### src/rtl/pmu_pkg.sv
package pmu_pkg;
  localparam int CNT_W   = 32;
  localparam int SEL_W   = 8;
  localparam int NUM_EVT = 2;
  localparam int PRE_W   = 6;
  localparam int EVT_LINES = 1 << SEL_W;

  // Control-word bit positions
  localparam int B_EN     = 0;
  localparam int B_RSTEVT = 1;
  localparam int B_RSTCLK = 2;
  localparam int B_DIV    = 3;
  localparam int B_IE     = 4;
  localparam int B_FLG    = 8;
  localparam int B_SEL    = 12;

  typedef enum logic [1:0] {
    IDX_CTRL = 2'd0,
    IDX_CLK  = 2'd1,
    IDX_EVT0 = 2'd2,
    IDX_EVT1 = 2'd3
  } regIdx_e;

  typedef struct packed {
    logic                          enable;
    logic                          divide;
    logic                          rstEvt;
    logic                          rstClk;
    logic                          loadClk;
    logic [NUM_EVT-1:0]            loadEvt;
    logic [NUM_EVT-1:0][SEL_W-1:0] sel;
  } pmuStrobe_t;
endpackage

### src/rtl/pmu_ctrl.sv
module pmu_ctrl
  import pmu_pkg::*;
#(
  parameter int DATA_W = CNT_W
) (
  input  logic              clk,
  input  logic              rstN,
  input  logic [1:0]        regIdx,
  input  logic              wrEn,
  input  logic [DATA_W-1:0] wrData,
  input  logic [NUM_EVT:0]  wrap,
  output pmuStrobe_t        strobe,
  output logic [DATA_W-1:0] ctrlWord,
  output logic              irq
);
  localparam int NFLG = NUM_EVT + 1;

  logic                          enable;
  logic                          divide;
  logic [NFLG-1:0]               intEn;
  logic [NFLG-1:0]               flags;
  logic [NUM_EVT-1:0][SEL_W-1:0] sel;
  logic                          ctrlWr;
  logic [NFLG-1:0]               clrMask;

  assign ctrlWr  = wrEn && (regIdx == IDX_CTRL);
  assign clrMask = ctrlWr ? wrData[B_FLG +: NFLG] : '0;

  always_ff @(posedge clk) begin
    if (!rstN) begin
      enable <= 1'b0;
      divide <= 1'b0;
      intEn  <= '0;
      flags  <= '0;
      sel    <= '0;
    end else begin
      if (ctrlWr) begin
        enable <= wrData[B_EN];
        divide <= wrData[B_DIV];
        intEn  <= wrData[B_IE +: NFLG];
        for (int e = 0; e < NUM_EVT; e++)
          sel[e] <= wrData[B_SEL + e*SEL_W +: SEL_W];
      end
      flags <= (flags & ~clrMask) | wrap;
    end
  end

  always_comb begin
    strobe         = '0;
    strobe.enable  = enable;
    strobe.divide  = divide;
    strobe.rstEvt  = ctrlWr && wrData[B_RSTEVT];
    strobe.rstClk  = ctrlWr && wrData[B_RSTCLK];
    strobe.loadClk = wrEn && (regIdx == IDX_CLK);
    strobe.loadEvt[0] = wrEn && (regIdx == IDX_EVT0);
    strobe.loadEvt[1] = wrEn && (regIdx == IDX_EVT1);
    strobe.sel     = sel;
  end

  always_comb begin
    ctrlWord = '0;
    ctrlWord[B_EN]  = enable;
    ctrlWord[B_DIV] = divide;
    ctrlWord[B_IE +: NFLG]  = intEn;
    ctrlWord[B_FLG +: NFLG] = flags;
    for (int e = 0; e < NUM_EVT; e++)
      ctrlWord[B_SEL + e*SEL_W +: SEL_W] = sel[e];
  end

  assign irq = |(flags & intEn);

  AST_WRAP_SETS_FLAG: assert property (@(posedge clk) disable iff (!rstN)
    wrap != '0 |=> ((flags & $past(wrap)) == $past(wrap)));
  AST_FLAG_HOLDS: assert property (@(posedge clk) disable iff (!rstN)
    (!ctrlWr && wrap == '0) |=> (flags == $past(flags)));
  AST_IRQ_NEEDS_EN: assert property (@(posedge clk) disable iff (!rstN)
    irq |-> (intEn != '0));
endmodule

### src/rtl/pmu_datapath.sv
module pmu_datapath
  import pmu_pkg::*;
#(
  parameter int DATA_W = CNT_W,
  parameter int NLINES = EVT_LINES
) (
  input  logic              clk,
  input  logic              rstN,
  input  pmuStrobe_t        strobe,
  input  logic [DATA_W-1:0] wrData,
  input  logic [NLINES-1:0] events,
  output logic [DATA_W-1:0] clkCnt,
  output logic [DATA_W-1:0] evtCnt [NUM_EVT],
  output logic [NUM_EVT:0]  wrap
);
  logic [PRE_W-1:0] prescale;
  logic             tick;

  assign tick = strobe.enable && (!strobe.divide || (prescale == '1));

  always_ff @(posedge clk) begin
    if (!rstN) begin
      prescale <= '0;
      clkCnt   <= '0;
    end else begin
      if (strobe.rstClk) prescale <= '0;
      else if (strobe.enable && strobe.divide) prescale <= prescale + 1'b1;
      if (strobe.loadClk)     clkCnt <= wrData;
      else if (strobe.rstClk) clkCnt <= '0;
      else if (tick)          clkCnt <= clkCnt + 1'b1;
    end
  end

  assign wrap[NUM_EVT] = tick && !strobe.loadClk && !strobe.rstClk && (clkCnt == '1);

  for (genvar e = 0; e < NUM_EVT; e++) begin : g_evt
    logic hit;
    assign hit = strobe.enable && events[strobe.sel[e]];
    always_ff @(posedge clk) begin
      if (!rstN)                   evtCnt[e] <= '0;
      else if (strobe.loadEvt[e])  evtCnt[e] <= wrData;
      else if (strobe.rstEvt)      evtCnt[e] <= '0;
      else if (hit)                evtCnt[e] <= evtCnt[e] + 1'b1;
    end
    assign wrap[e] = hit && !strobe.loadEvt[e] && !strobe.rstEvt && (evtCnt[e] == '1);

    AST_EVT_GATED: assert property (@(posedge clk) disable iff (!rstN)
      (!strobe.enable && !strobe.loadEvt[e] && !strobe.rstEvt) |=> (evtCnt[e] == $past(evtCnt[e])));
    AST_EVT_CLEARED: assert property (@(posedge clk) disable iff (!rstN)
      (strobe.rstEvt && !strobe.loadEvt[e]) |=> (evtCnt[e] == '0));
  end

  AST_CLK_GATED: assert property (@(posedge clk) disable iff (!rstN)
    (!strobe.enable && !strobe.loadClk && !strobe.rstClk) |=> (clkCnt == $past(clkCnt)));
  AST_CLK_CLEARED: assert property (@(posedge clk) disable iff (!rstN)
    (strobe.rstClk && !strobe.loadClk) |=> (clkCnt == '0 && prescale == '0));
  AST_DIV_HOLD: assert property (@(posedge clk) disable iff (!rstN)
    (strobe.enable && strobe.divide && prescale != '1 && !strobe.loadClk && !strobe.rstClk)
      |=> (clkCnt == $past(clkCnt)));
endmodule

### src/rtl/pmu_unit.sv
module pmu_unit
  import pmu_pkg::*;
(
  input  logic                 clk,
  input  logic                 rstN,
  input  logic [1:0]           regIdx,
  input  logic                 wrEn,
  input  logic [CNT_W-1:0]     wrData,
  output logic [CNT_W-1:0]     rdData,
  input  logic [EVT_LINES-1:0] events,
  output logic                 irq
);
  pmuStrobe_t       strobe;
  logic [NUM_EVT:0] wrap;
  logic [CNT_W-1:0] ctrlWord;
  logic [CNT_W-1:0] clkCnt;
  logic [CNT_W-1:0] evtCnt [NUM_EVT];

  pmu_ctrl #(.DATA_W(CNT_W)) u_ctrl (
    .clk(clk), .rstN(rstN), .regIdx(regIdx), .wrEn(wrEn), .wrData(wrData),
    .wrap(wrap), .strobe(strobe), .ctrlWord(ctrlWord), .irq(irq)
  );

  pmu_datapath #(.DATA_W(CNT_W), .NLINES(EVT_LINES)) u_dp (
    .clk(clk), .rstN(rstN), .strobe(strobe), .wrData(wrData), .events(events),
    .clkCnt(clkCnt), .evtCnt(evtCnt), .wrap(wrap)
  );

  always_comb begin
    unique case (regIdx)
      IDX_CTRL: rdData = ctrlWord;
      IDX_CLK:  rdData = clkCnt;
      IDX_EVT0: rdData = evtCnt[0];
      default:  rdData = evtCnt[1];
    endcase
  end

  AST_CMD_BITS_ZERO: assert property (@(posedge clk) disable iff (!rstN)
    (regIdx == IDX_CTRL) |-> (rdData[2:1] == 2'b00));
endmodule

### config.mk
export PLATFORM = sky130hd
export DESIGN_NAME = pmu_unit
export DESIGN_NICKNAME = d
export VERILOG_FILES = /design/src/rtl/pmu_pkg.sv /design/src/rtl/pmu_ctrl.sv /design/src/rtl/pmu_datapath.sv /design/src/rtl/pmu_unit.sv
export SDC_FILE = /design/constraint.sdc
export NUM_CORES = 1
export LEC_CHECK = 0
export ABC_CLOCK_PERIOD_IN_PS = 9150
export BUFFER_PORTS_ARGS = -buffer_cell sky130_fd_sc_hd__buf_2
export CORE_MARGIN = 5
export CORE_UTILIZATION = 35
export CTS_CLUSTER_DIAMETER = 200
export CTS_CLUSTER_SIZE = 40
export DETAILED_ROUTE_END_ITERATION = 12
export SYNTH_ARGS = -nofsm -noshare
export SYNTH_HDL_FRONTEND = slang
export SYNTH_SLANG_ARGS = --single-unit
### constraint.sdc
create_clock -name clk -period 9.15 [get_ports clk]
set_clock_uncertainty 0.05 [all_clocks]
set_input_delay 0.915 -clock clk [delete_from_list [all_inputs] [get_ports clk]]
set_output_delay 0.915 -clock clk [all_outputs]
set_load 0.1 [all_outputs]
# == After elaboration in Yosys (flattened, before gate mapping) ==
# Cells that the tools add are included.
# classes
add_sub_neg,4
reduce_logical,32
n_bitwise,5
mux,15
magnitude_cmp,2
eq_ne,7
# op_table
cell,count
$mux 32,9
$add 32x1->32 const B,3
$eq 32x32->1 const B,3
$pmux 32 s3,1
$logic_and 1x1->1,19
$lt 8x9->1 const B,2
$bmux 1 s8,2
$reduce_bool 3->1,3
$add 6x1->6 const B,1
$and 3x3->3,2
$eq 6x6->1 const B,1
$logic_not 1->1,6
$eq 2x2->1 const B,2
$mux 3,1
$not 3->3,1
$or 3x3->3,1
$reduce_or 3->1,1
$eq 2x1->1 const B,1
$logic_not 2->1,1
$mux 1,2
$reduce_or 2->1,1
$logic_or 1x1->1,1
$not 1->1,1
# word_totals
regBits,126
in_bits,293
wordCells,75

# == Longest topological paths before layout ==
# Gate-level depths: netlist of the first run.
# logic_depth
ltp_word,7
ltp_mapped,13

# == By module ==
# A second synthesis of the first run with hierarchy kept.
# hier_totals
cells_unflattened,1326
area_unflattened_um2,12660.9
# by_module_without_submodules
mod,seq_area_each_um2,n_inst,cells_each,area_per_inst_um2
pmu_datapath,2042.0,1,1145,10607.7
pmu_ctrl,480.5,1,142,1238.7
pmu_unit,0.0,1,39,814.5

# == Worst setup path after synthesis of the first run ==
# Ideal clock, no wire load.
# synth_timing
kind,input-to-output
startpoint,input regIdx[1]
endpoint,output rdData[10]
required_time_ns,8.185
slack_ns,5.570
arrival_ns,2.615
stages,3
n_path_buf,2
cell_sequence,clkbuf_1 -> buf_1 -> mux4_2
# synth_via
elab_chain_len,2
elab_cells_between_ends,4
# synth_lines
element,line_no,rtl
"start, declared",pmu_unit.sv:6,"input logic [1:0] regIdx,"
$eq 2x2->1 (tied with other cells),pmu_unit.sv:30,unique case (regIdx)
$pmux 32 s3 *,pmu_unit.sv:30,
"end, declared",pmu_unit.sv:9,"output logic [CNT_W-1:0] rdData,"
# Mark *: on every way between the ends. The rest lies on a longest branch, timed or not.

# == Worst setup path in the final report of the first run ==
# layout_timing
startpoint,"register u_ctrl.sel, in the netlist u_ctrl.ctrlWord[20]"
endpoint,register u_dp.evtCnt[29] in the netlist's numbering
# layout_via
elab_chain_len,4
# layout_lines
element,line_no,rtl
"start, declared",pmu_ctrl.sv:22,logic [NUM_EVT-1:0][SEL_W-1:0] sel;
"start signal, assigned by index",pmu_ctrl.sv:42,sel[e] <= wrData[B_SEL + e*SEL_W +: SEL_W];
$bmux 1 s8,pmu_datapath.sv:38,assign hit = strobe.enable && events[strobe.sel[e]];
$mux 1 (not written as such),pmu_datapath.sv:38,
$logic_and 1x1->1,pmu_datapath.sv:38,
$reduce_bool 3->1 (no line),--,
"end signal, assigned by index",pmu_datapath.sv:41,else if (strobe.loadEvt[e]) evtCnt[e] <= wrData;
"end signal, assigned by index",pmu_datapath.sv:43,else if (hit) evtCnt[e] <= evtCnt[e] + 1'b1;
"end, declared",pmu_datapath.sv:13,"output logic [DATA_W-1:0] evtCnt [NUM_EVT],"
# Every way passes these cells. The select of a mux whose other input is x is not followed.
# A chain may end at the register's enable or synchronous reset.

==> out/qor.log, run 1 <==
[grt] number of antenna violations at the first check in global routing 14
[grt] overflow left after global routing 0
[floorplanning] number of ports placed on the die boundary 326
[finish] Non-Filler Instances 2062
[worst_setup_path] largest driver fanout on the critical path 54
[worst_setup_path] CP cell instances buf_4, mux4_2, mux4_2, a32oi_1, a22o_1, nor3b_4, buf_4, nand2b_1, o221a_2
[detailed_routing] total vias in the final route 13252
[worst_setup_path] data required time of the worst path 9.42 ns
[clocking] Clock Pin Slew Worst Setup and Hold Paths 0.06 ns
[detailed_routing] number of design-rule violations left by the first detailed-router iteration 1312
[power_and_ir_drop] sum of internal, switching and leakage power 1.792 mW
[timing] pins over their slew limit 0
[clocking] post-CTS setup-driven buffer insertion count 0
[yosys] post-synthesis cell type count 75
[placed_design] PortBufs 325
[timing] setup repair after global routing missed its margin no
[finish] area taken by multi-input logic gates 9215 um^2
[clocking] CTS tree yes
[yosys] sequential share of the synthesized area 0.2033
[floorplanning] Die Outline Area 39320 um^2
[worst_setup_path] minimum setup slack among reg-to-reg paths 4.43 ns
[clocking] number of clock buffers inserted by TritonCTS 17
[placed_design] Placed Cells 2013
[clocking] clock latency at the later pin of the worst-skew pair 0.43 ns
[timing] summed negative setup slack over all endpoints 0 ns
[worst_setup_path] startpoint of the worst register-to-register path u_ctrl.ctrlWord[20]
[clocking] clock tree root buffer cell sky130_fd_sc_hd__clkbuf_16
[worst_setup_path] data arrival time of the worst path 4.98 ns
[finish] post-route standard cell area excluding fillers 14850 um^2
[detailed_routing] vias per std cell 6.427
[yosys] post-synthesis net count 1613
[worst_setup_path] type of the worst setup path flop to flop
[timing] final hold slack 0.4306 ns
[timing] post-layout worst setup margin 4.435 ns
[floorplanning] core box area 35310 um^2
[timing] worst relative slew slack 0.2473
[power_and_ir_drop] leakage power of the design 5.273 nW
[worst_setup_path] Worst setup EP type flop
[timing] Final Hold Viols 0
[clocking] maximum level of the CTS H-tree 4
[detailed_routing] number of remaining DRC errors 0
[grt] vias in the first global route 12620
[worst_setup_path] CP Launch Type flop
[clocking] number of buffers between clock root and the deepest sink 2
[yosys] Yosys warning count 0
[flow_run] number of maximum-capacitance constraint violations 0
[clocking] number of buffers inserted by hold repair at cts 0
[worst_setup_path] count of cells along the worst register-to-register path 9
[yosys] instance count of the mapped netlist 1316
[power_and_ir_drop] power density of the placed cells 120.7 nW/um^2
[timing] portion of the clock cycle consumed by the worst path in the final layout 0.5153
[yosys] Syn Area/Cell 9.430 um^2
[hold_path] min-delay src u_ctrl.intEn[0]
[timing] Final min period 4.715 ns
[yosys] Post-synth EDFFs 0
[finish] Finished Core Util 0.4206
[floorplanning] number of placement rows 69
[hold_path] Min-Delay Path Depth 2
[grt] wire length of the first global-routing pass 80040 um
[yosys] share of flip-flops with an asynchronous set or reset 0
[clocking] Resized Gates After CTS 0
[finish] number of filler instances in the final layout 3490
[detailed_routing] total routed wirelength 55290 um
[floorplanning] horizontal extent of the die 198.3 um
[hold_path] destination of the worst hold path u_ctrl.intEn[0]
[worst_setup_path] critical register-to-register path endpoint u_dp.evtCnt[29]
[detailed_routing] drt first pass iters 6
[hold_path] class of the tightest hold or removal check flop to flop
[finish] highest-count cells in the layout ignoring fill and taps sky130_fd_sc_hd__buf_2, sky130_fd_sc_hd__mux4_2, sky130_fd_sc_hd__nand2_1, sky130_fd_sc_hd__dfxtp_1, sky130_fd_sc_hd__a21oi_1
[detailed_routing] final antenna-violating net count 0
[grt] overall fraction of global-route tracks in use 0.2681
[timing] number of endpoints failing setup at the final stage 0
[clocking] TritonCTS Sinks 126
[placed_design] routability-driven placement congestion ratio 0.9557
[yosys] flops & latches, synth 126
[grt] maximum number of pins on one net before global-route repair 72
[finish] Layout Nets 1868
[finish] Area Growth Syn to Fin 19.69%
[worst_setup_path] slowest cell on the critical path sky130_fd_sc_hd__buf_4
[finish] fraction of final layout cells with drive strength greater than 1 0.3794
[yosys] Synth Cell Area 12410 um^2
[detailed_routing] post-detailed-route wirelength per cell 26.81 um
[finish] Seq. cell area 2534 um^2
[finish] most frequent standard cell in the layout excluding fill and tap cells sky130_fd_sc_hd__buf_2
[placed_design] post-detail-place hpwl 41790 um
[worst_setup_path] critical path's largest stage delay 0.80 ns
[power_and_ir_drop] maximum VDD drop 0.0001241 V
[timing] Fmax achieved 212.1 MHz
[timing] transition time at the pin with the least slew margin 1.128 ns
[yosys] most common flop cell mapped by yosys sky130_fd_sc_hd__dfxtp_1
[floorplanning] initial core utilization 0.3514
[floorplanning] Die Height 198.3 um
[placed_design] Setup WS pre-CTS 4.352 ns
[placed_design] post-placement cell area 14270 um^2
[status] status complete, no violations
-- how the worst max path moves through the flow --
stage / from / endpoint / slack (ns) / cells after the start
floorplan: regIdx[1] / rdData[10] / 5.57 / 3
global placement: u_ctrl.ctrlWord[20] / u_dp.evtCnt[19] / 4.43 / 10
detailed placement: u_ctrl.ctrlWord[20] / u_dp.evtCnt[29] / 4.35 / 10
CTS: u_ctrl.ctrlWord[20] / u_dp.evtCnt[29] / 4.35 / 10
global route: u_ctrl.ctrlWord[20] / u_dp.evtCnt[29] / 4.10 / 10
finish: u_ctrl.ctrlWord[20] / u_dp.evtCnt[29] / 4.43 / 9
-- kinds of logic after synthesis --
logic type,count (synthesis),share of synthesized area
multiplexers,204,0.3243
buffers and inverters,146,0.05475
flip-flops,126,0.2033
AO/OA/AOI/OAI,332,0.2010
XOR/XNOR,46,0.03247
adder cells (fa/ha/maj),4,0.004033
AND/OR/NAND/NOR,458,0.1802
-- flip-flops by register name, indices dropped and copies added, names as in the netlist --
| signal | flops |
|---|---|
| u_ctrl.ctrlWord | 16 |
| u_ctrl.divide | 1 |
| u_ctrl.enable | 1 |
| u_ctrl.flags | 3 |
| u_ctrl.intEn | 3 |
| u_dp.clkCnt | 32 |
| u_dp.evtCnt | 64 |
| u_dp.prescale | 6 |
-- synth_stat cells (6+ instances only) --
master                      count  area [um^2]
sky130_fd_sc_hd__a31oi_1       13        81.33
sky130_fd_sc_hd__nand4_1       20        125.1
sky130_fd_sc_hd__nand2b_1       8        50.05
sky130_fd_sc_hd__o221a_1        6        67.56
sky130_fd_sc_hd__inv_1         28        105.1
sky130_fd_sc_hd__mux4_2       156         3513
sky130_fd_sc_hd__a211oi_1      17        127.6
sky130_fd_sc_hd__buf_4         10        75.07
sky130_fd_sc_hd__a221oi_1      29        254.0
sky130_fd_sc_hd__a22oi_1       20        150.1
sky130_fd_sc_hd__buf_1         11        41.29
sky130_fd_sc_hd__o31ai_1        6        45.04
sky130_fd_sc_hd__nor4_1        10        62.56
sky130_fd_sc_hd__nor2_1        77        289.0
sky130_fd_sc_hd__and3_1        30        187.7
sky130_fd_sc_hd__mux2_2        23        259.0
sky130_fd_sc_hd__o221a_2        6        67.56
sky130_fd_sc_hd__a21oi_1       92        460.4
sky130_fd_sc_hd__xor2_1        14        122.6
sky130_fd_sc_hd__nor3_1        55        275.3
sky130_fd_sc_hd__and2_1        18        112.6
sky130_fd_sc_hd__a211oi_2      21        262.8
sky130_fd_sc_hd__xnor2_1       32        280.3
sky130_fd_sc_hd__dfxtp_1      126         2522
sky130_fd_sc_hd__o21ai_0       31        155.2
sky130_fd_sc_hd__a2111oi_0     14        122.6
sky130_fd_sc_hd__and4_1        10        87.58
sky130_fd_sc_hd__buf_6          9        101.4
sky130_fd_sc_hd__clkbuf_1      65        244.0
sky130_fd_sc_hd__buf_2         21        105.1
sky130_fd_sc_hd__a22o_1        13        113.9
sky130_fd_sc_hd__nand2_1      142        533.0
sky130_fd_sc_hd__nor2b_1        6        37.54
sky130_fd_sc_hd__o22ai_1        8        50.05
sky130_fd_sc_hd__mux2i_1       24        240.2
sky130_fd_sc_hd__nand3_1       60        300.3
-- critical path, delay by kind of cell (launching register included) --
kind,cells,cell delay [ns]
DFF,1,0.48
and+or+nand+nor,2,0.74
muxes,2,1.19
AOI/OAI and AO/OA,3,0.98
buffers and inverters,2,1.08
-- per-layer routing --
metal	vias to the layer above	track usage	share of wire
li1	5784	-	-
met1	6411	0.3325	0.36
met2	916	0.4527	0.48
met3	141	0.05445	0.11
met4	0	0.1178	0.045
met5	-	0	0
-- layout make-up --
cell class,instances,share of cell area
antenna,17,0.002864
inverter,30,0.007666
tap,461,0.03883
clock buffer,23,0.03016
sequential,126,0.1706
clock inverter,9,0.006318
timing repair buffer,352,0.1232
multi-input combinational,1044,0.6204
-- report_power, final --
group / leakage, nW / total, mW / switching, mW / internal, mW
Clock: 0.262 / 0.655 / 0.259 / 0.396
Sequential: 1.03 / 0.617 / 0.0435 / 0.573
Combinational: 3.98 / 0.520 / 0.307 / 0.214
Note: power is estimated with default switching activity, not from simulation.
==> inputs of run 2 (changes only) <==
--- a/config.mk
+++ b/config.mk
@@ -5,7 +5,7 @@
 export SDC_FILE = /design/constraint.sdc
 export NUM_CORES = 1
 export LEC_CHECK = 0
-export ABC_CLOCK_PERIOD_IN_PS = 9150
+export ABC_CLOCK_PERIOD_IN_PS = 4600
 export BUFFER_PORTS_ARGS = -buffer_cell sky130_fd_sc_hd__buf_2
 export CORE_MARGIN = 5
 export CORE_UTILIZATION = 35
==> constraint.sdc (replaced) <==
create_clock -name clk -period 4.6 [get_ports clk]
set_clock_uncertainty 0.05 [all_clocks]
set_input_delay 0.46 -clock clk [delete_from_list [all_inputs] [get_ports clk]]
set_output_delay 0.46 -clock clk [all_outputs]
set_load 0.1 [all_outputs]
==> run 2 against run 1 <==
Clock power up 110%. Setup slack got worse by 3.7 ns. Via count rose by 2.0%. Clock-buffer cell count rose by 2. Worst hold slack got worse by 0.13 ns. First-iteration DRC count up 10%. Highest routed layer unchanged. Critical path type unchanged.
==> out/qor.log, run 2 (same netlist as run 1, synthesis figures left out) <==
[worst_setup_path] largest driver fanout on the critical path 39 [was 54]
[worst_setup_path] CP cell instances buf_4, mux4_2, a22oi_1, nand3_1, nand2_1, a41oi_2, o31ai_1, o21ai_1, a221oi_1 [was buf_4, mux4_2, mux4_2, a32oi_1, a22o_1, nor3b_4, buf_4, nand2b_1, o221a_2]
[placed_design] routability-driven placement congestion ratio 0.9768 [was 0.9557]
[finish] Largest Register u_dp.evtCnt [unchanged]
[floorplanning] Die Height 198.3 um [unchanged]
[clocking] TritonCTS Sinks 126 [unchanged]
[grt] fraction of met1 tracks used by global routing 0.3625 [was 0.3325]
[hold_path] class of the tightest hold or removal check primary input to flop [was flop to flop]
[timing] number of endpoints failing setup at the final stage 0 [unchanged]
[detailed_routing] number of design-rule violations left by the first detailed-router iteration 1446 [was 1312]
[timing] summed negative setup slack over all endpoints 0 ns [unchanged]
[timing] Final min period 3.822 ns [was 4.715 ns]
[grt] overall fraction of global-route tracks in use 0.2827 [was 0.2681]
[worst_setup_path] slowest cell on the critical path sky130_fd_sc_hd__dfxtp_4 [was sky130_fd_sc_hd__buf_4]
[clocking] CTS tree yes [unchanged]
[worst_setup_path] combined buffer and inverter count along the critical path 1 [was 2]
[finish] Layout Nets 1888 [was 1868]
[worst_setup_path] CP Launch Type flop [unchanged]
[floorplanning] number of placement rows 69 [unchanged]
[floorplanning] initial core utilization 0.3514 [unchanged]
[floorplanning] core box area 35310 um^2 [unchanged]
[detailed_routing] post-detailed-route wirelength per cell 27.53 um [was 26.81 um]
[grt] overflow left after global routing 0 [unchanged]
[flow_run] number of maximum-capacitance constraint violations 0 [unchanged]
[worst_setup_path] data required time of the worst path 4.87 ns [was 9.42 ns]
[detailed_routing] vias per std cell 6.497 [was 6.427]
[power_and_ir_drop] leakage power of the design 5.422 nW [was 5.273 nW]
[worst_setup_path] data arrival time of the worst path 4.10 ns [was 4.98 ns]
[detailed_routing] number of remaining DRC errors 0 [unchanged]
[worst_setup_path] critical path's largest stage delay 0.82 ns [was 0.80 ns]
[finish] number of filler instances in the final layout 3528 [was 3490]
[clocking] Resized Gates After CTS 0 [unchanged]
[clocking] post-CTS setup-driven buffer insertion count 0 [unchanged]
[floorplanning] horizontal extent of the die 198.3 um [unchanged]
[finish] most frequent standard cell in the layout excluding fill and tap cells sky130_fd_sc_hd__buf_2 [unchanged]
[grt] number of antenna violations at the first check in global routing 14 [unchanged]
[finish] fraction of final layout cells with drive strength greater than 1 0.3911 [was 0.3794]
[timing] worst relative slew slack 0.3132 [was 0.2473]
[status] status complete, no violations [unchanged]
[worst_setup_path] cell type group with the largest total delay on the critical path compound AO/OA/AOI/OAI gates [was multiplexers]
[detailed_routing] total routed wirelength 57260 um [was 55290 um]
[clocking] clock latency at the later pin of the worst-skew pair 0.43 ns [about the same]
[placed_design] post-detail-place hpwl 44130 um [was 41790 um]
[grt] grt met3 use 0.05156 [was 0.05445]
[clocking] number of buffers between clock root and the deepest sink 2 [unchanged]
[timing] portion of the clock cycle consumed by the worst path in the final layout 0.8309 [was 0.5153]
[clocking] maximum level of the CTS H-tree 4 [unchanged]
[placed_design] Setup WS pre-CTS 0.7730 ns [was 4.352 ns]
[timing] setup repair after global routing missed its margin no [unchanged]
[floorplanning] Die Outline Area 39320 um^2 [unchanged]
[timing] Final Hold Viols 0 [unchanged]
[grt] wire length of the first global-routing pass 84150 um [was 80040 um]
[clocking] number of buffers inserted by hold repair at cts 0 [unchanged]
[timing] post-layout worst setup margin 0.7780 ns [was 4.435 ns]
[placed_design] Placed Cells 2033 [was 2013]
[floorplanning] number of ports placed on the die boundary 326 [unchanged]
[timing] pins over their slew limit 0 [unchanged]
[clocking] number of clock buffers inserted by TritonCTS 17 [unchanged]
[worst_setup_path] type of the worst setup path flop to flop [unchanged]
[finish] max FFs per register 64 [unchanged]
[power_and_ir_drop] power density of the placed cells 244.0 nW/um^2 [was 120.7 nW/um^2]
[clocking] clock tree root buffer cell sky130_fd_sc_hd__clkbuf_16 [unchanged]
[grt] maximum number of pins on one net before global-route repair 45 [was 72]
[grt] vias in the first global route 13205 [was 12620]
[detailed_routing] final antenna-violating net count 0 [unchanged]
[detailed_routing] total vias in the final route 13513 [was 13252]
[timing] transition time at the pin with the least slew margin 1.021 ns [was 1.128 ns]
[finish] Non-Filler Instances 2080 [was 2062]
[placed_design] PortBufs 325 [unchanged]
[finish] highest-count cells in the layout ignoring fill and taps sky130_fd_sc_hd__buf_2, sky130_fd_sc_hd__mux4_2, sky130_fd_sc_hd__nand2_1, sky130_fd_sc_hd__dfxtp_1, sky130_fd_sc_hd__a21oi_1 [unchanged]
[detailed_routing] drt first pass iters 6 [unchanged]
[timing] Fmax achieved 261.6 MHz [was 212.1 MHz]
[power_and_ir_drop] maximum VDD drop 0.0002595 V [was 0.0001241 V]
[finish] Area Growth Syn to Fin 21.52% [was 19.69%]
[grt] global routing met2 resource utilization 0.4637 [was 0.4527]
[worst_setup_path] Worst setup EP type flop [unchanged]
[grt] layer carrying the most global-route usage met2 [unchanged]
[clocking] Clock Pin Slew Worst Setup and Hold Paths 0.06 ns [about the same]
run 2: cell types whose count changed in the layout (fill, tap and decap cells not counted), sizes merged:
| cell | before | now |
|---|---|---|
| diode | 17 | 16 |
| buf | 352 | 372 |
| clkinvlp | 1 | 0 |
| clkbuf | 23 | 25 |
| clkinv | 8 | 6 |
run 2: worst min-delay path: cells and delay by family:
kind            cells  cell delay, ns
simple gates        1            0.07
buf+inv             1            0.15
compound gates      1            0.05
run 2: area by class of cell:
cell class                      count  area [um^2]  area share
Inverter                           30        113.9    0.007551
Timing Repair Buffer              372         2004      0.1329
Clock buffer                       25        515.5     0.03419
Multi-Input combinational cell   1044         9215      0.6111
Clock inverter                      6        80.08    0.005310
Tap cell                          461        576.8     0.03825
Antenna cell                       16        40.04    0.002655
Sequential cell                   126         2534      0.1680
run 2: worst paths after layout:
check / depth (start not counted) / end / from / slack, ns
worst max-delay path: 9 / u_dp.evtCnt[61] / u_ctrl.ctrlWord[12] / 0.78
worst min-delay path: 3 / u_ctrl.intEn[0] / wrData[4] / 0.30
worst min register to register: 2 / u_ctrl.flags[0] / u_ctrl.flags[0] / 0.43
worst max register to register: 9 / u_dp.evtCnt[61] / u_ctrl.ctrlWord[12] / 0.78
run 2: layer usage:
metal / wire length, um / share of wire / vias to the layer above
met5: 0 / 0 / -
met4: 2601 / 0.045 / 0
met3: 5784 / 0.10 / 132
met2: 27390 / 0.48 / 939
met1: 21480 / 0.38 / 6629
li1: - / - / 5813
run 2: through the flow:
step / utilization / hold slack [ns] / instance area, um^2 / power [mW]
floorplan: - / 0.3914 / 12410 / 1.883
CTS: 0.4259 / 0.2924 / 15040 / 3.671
finish: 0.4271 / 0.2981 / 15080 / 3.679
global placement: 0.4091 / 0.4118 / 14440 / 2.271
global route: 0.4268 / 0.3025 / 15070 / 3.814
detailed placement: 0.4091 / 0.4156 / 14440 / 2.284
run 2: power breakdown:
group	internal (mW)	switching, mW	total (mW)
sequential	1.14	0.106	1.25
combinational	0.435	0.603	1.04
clock	0.878	0.516	1.39
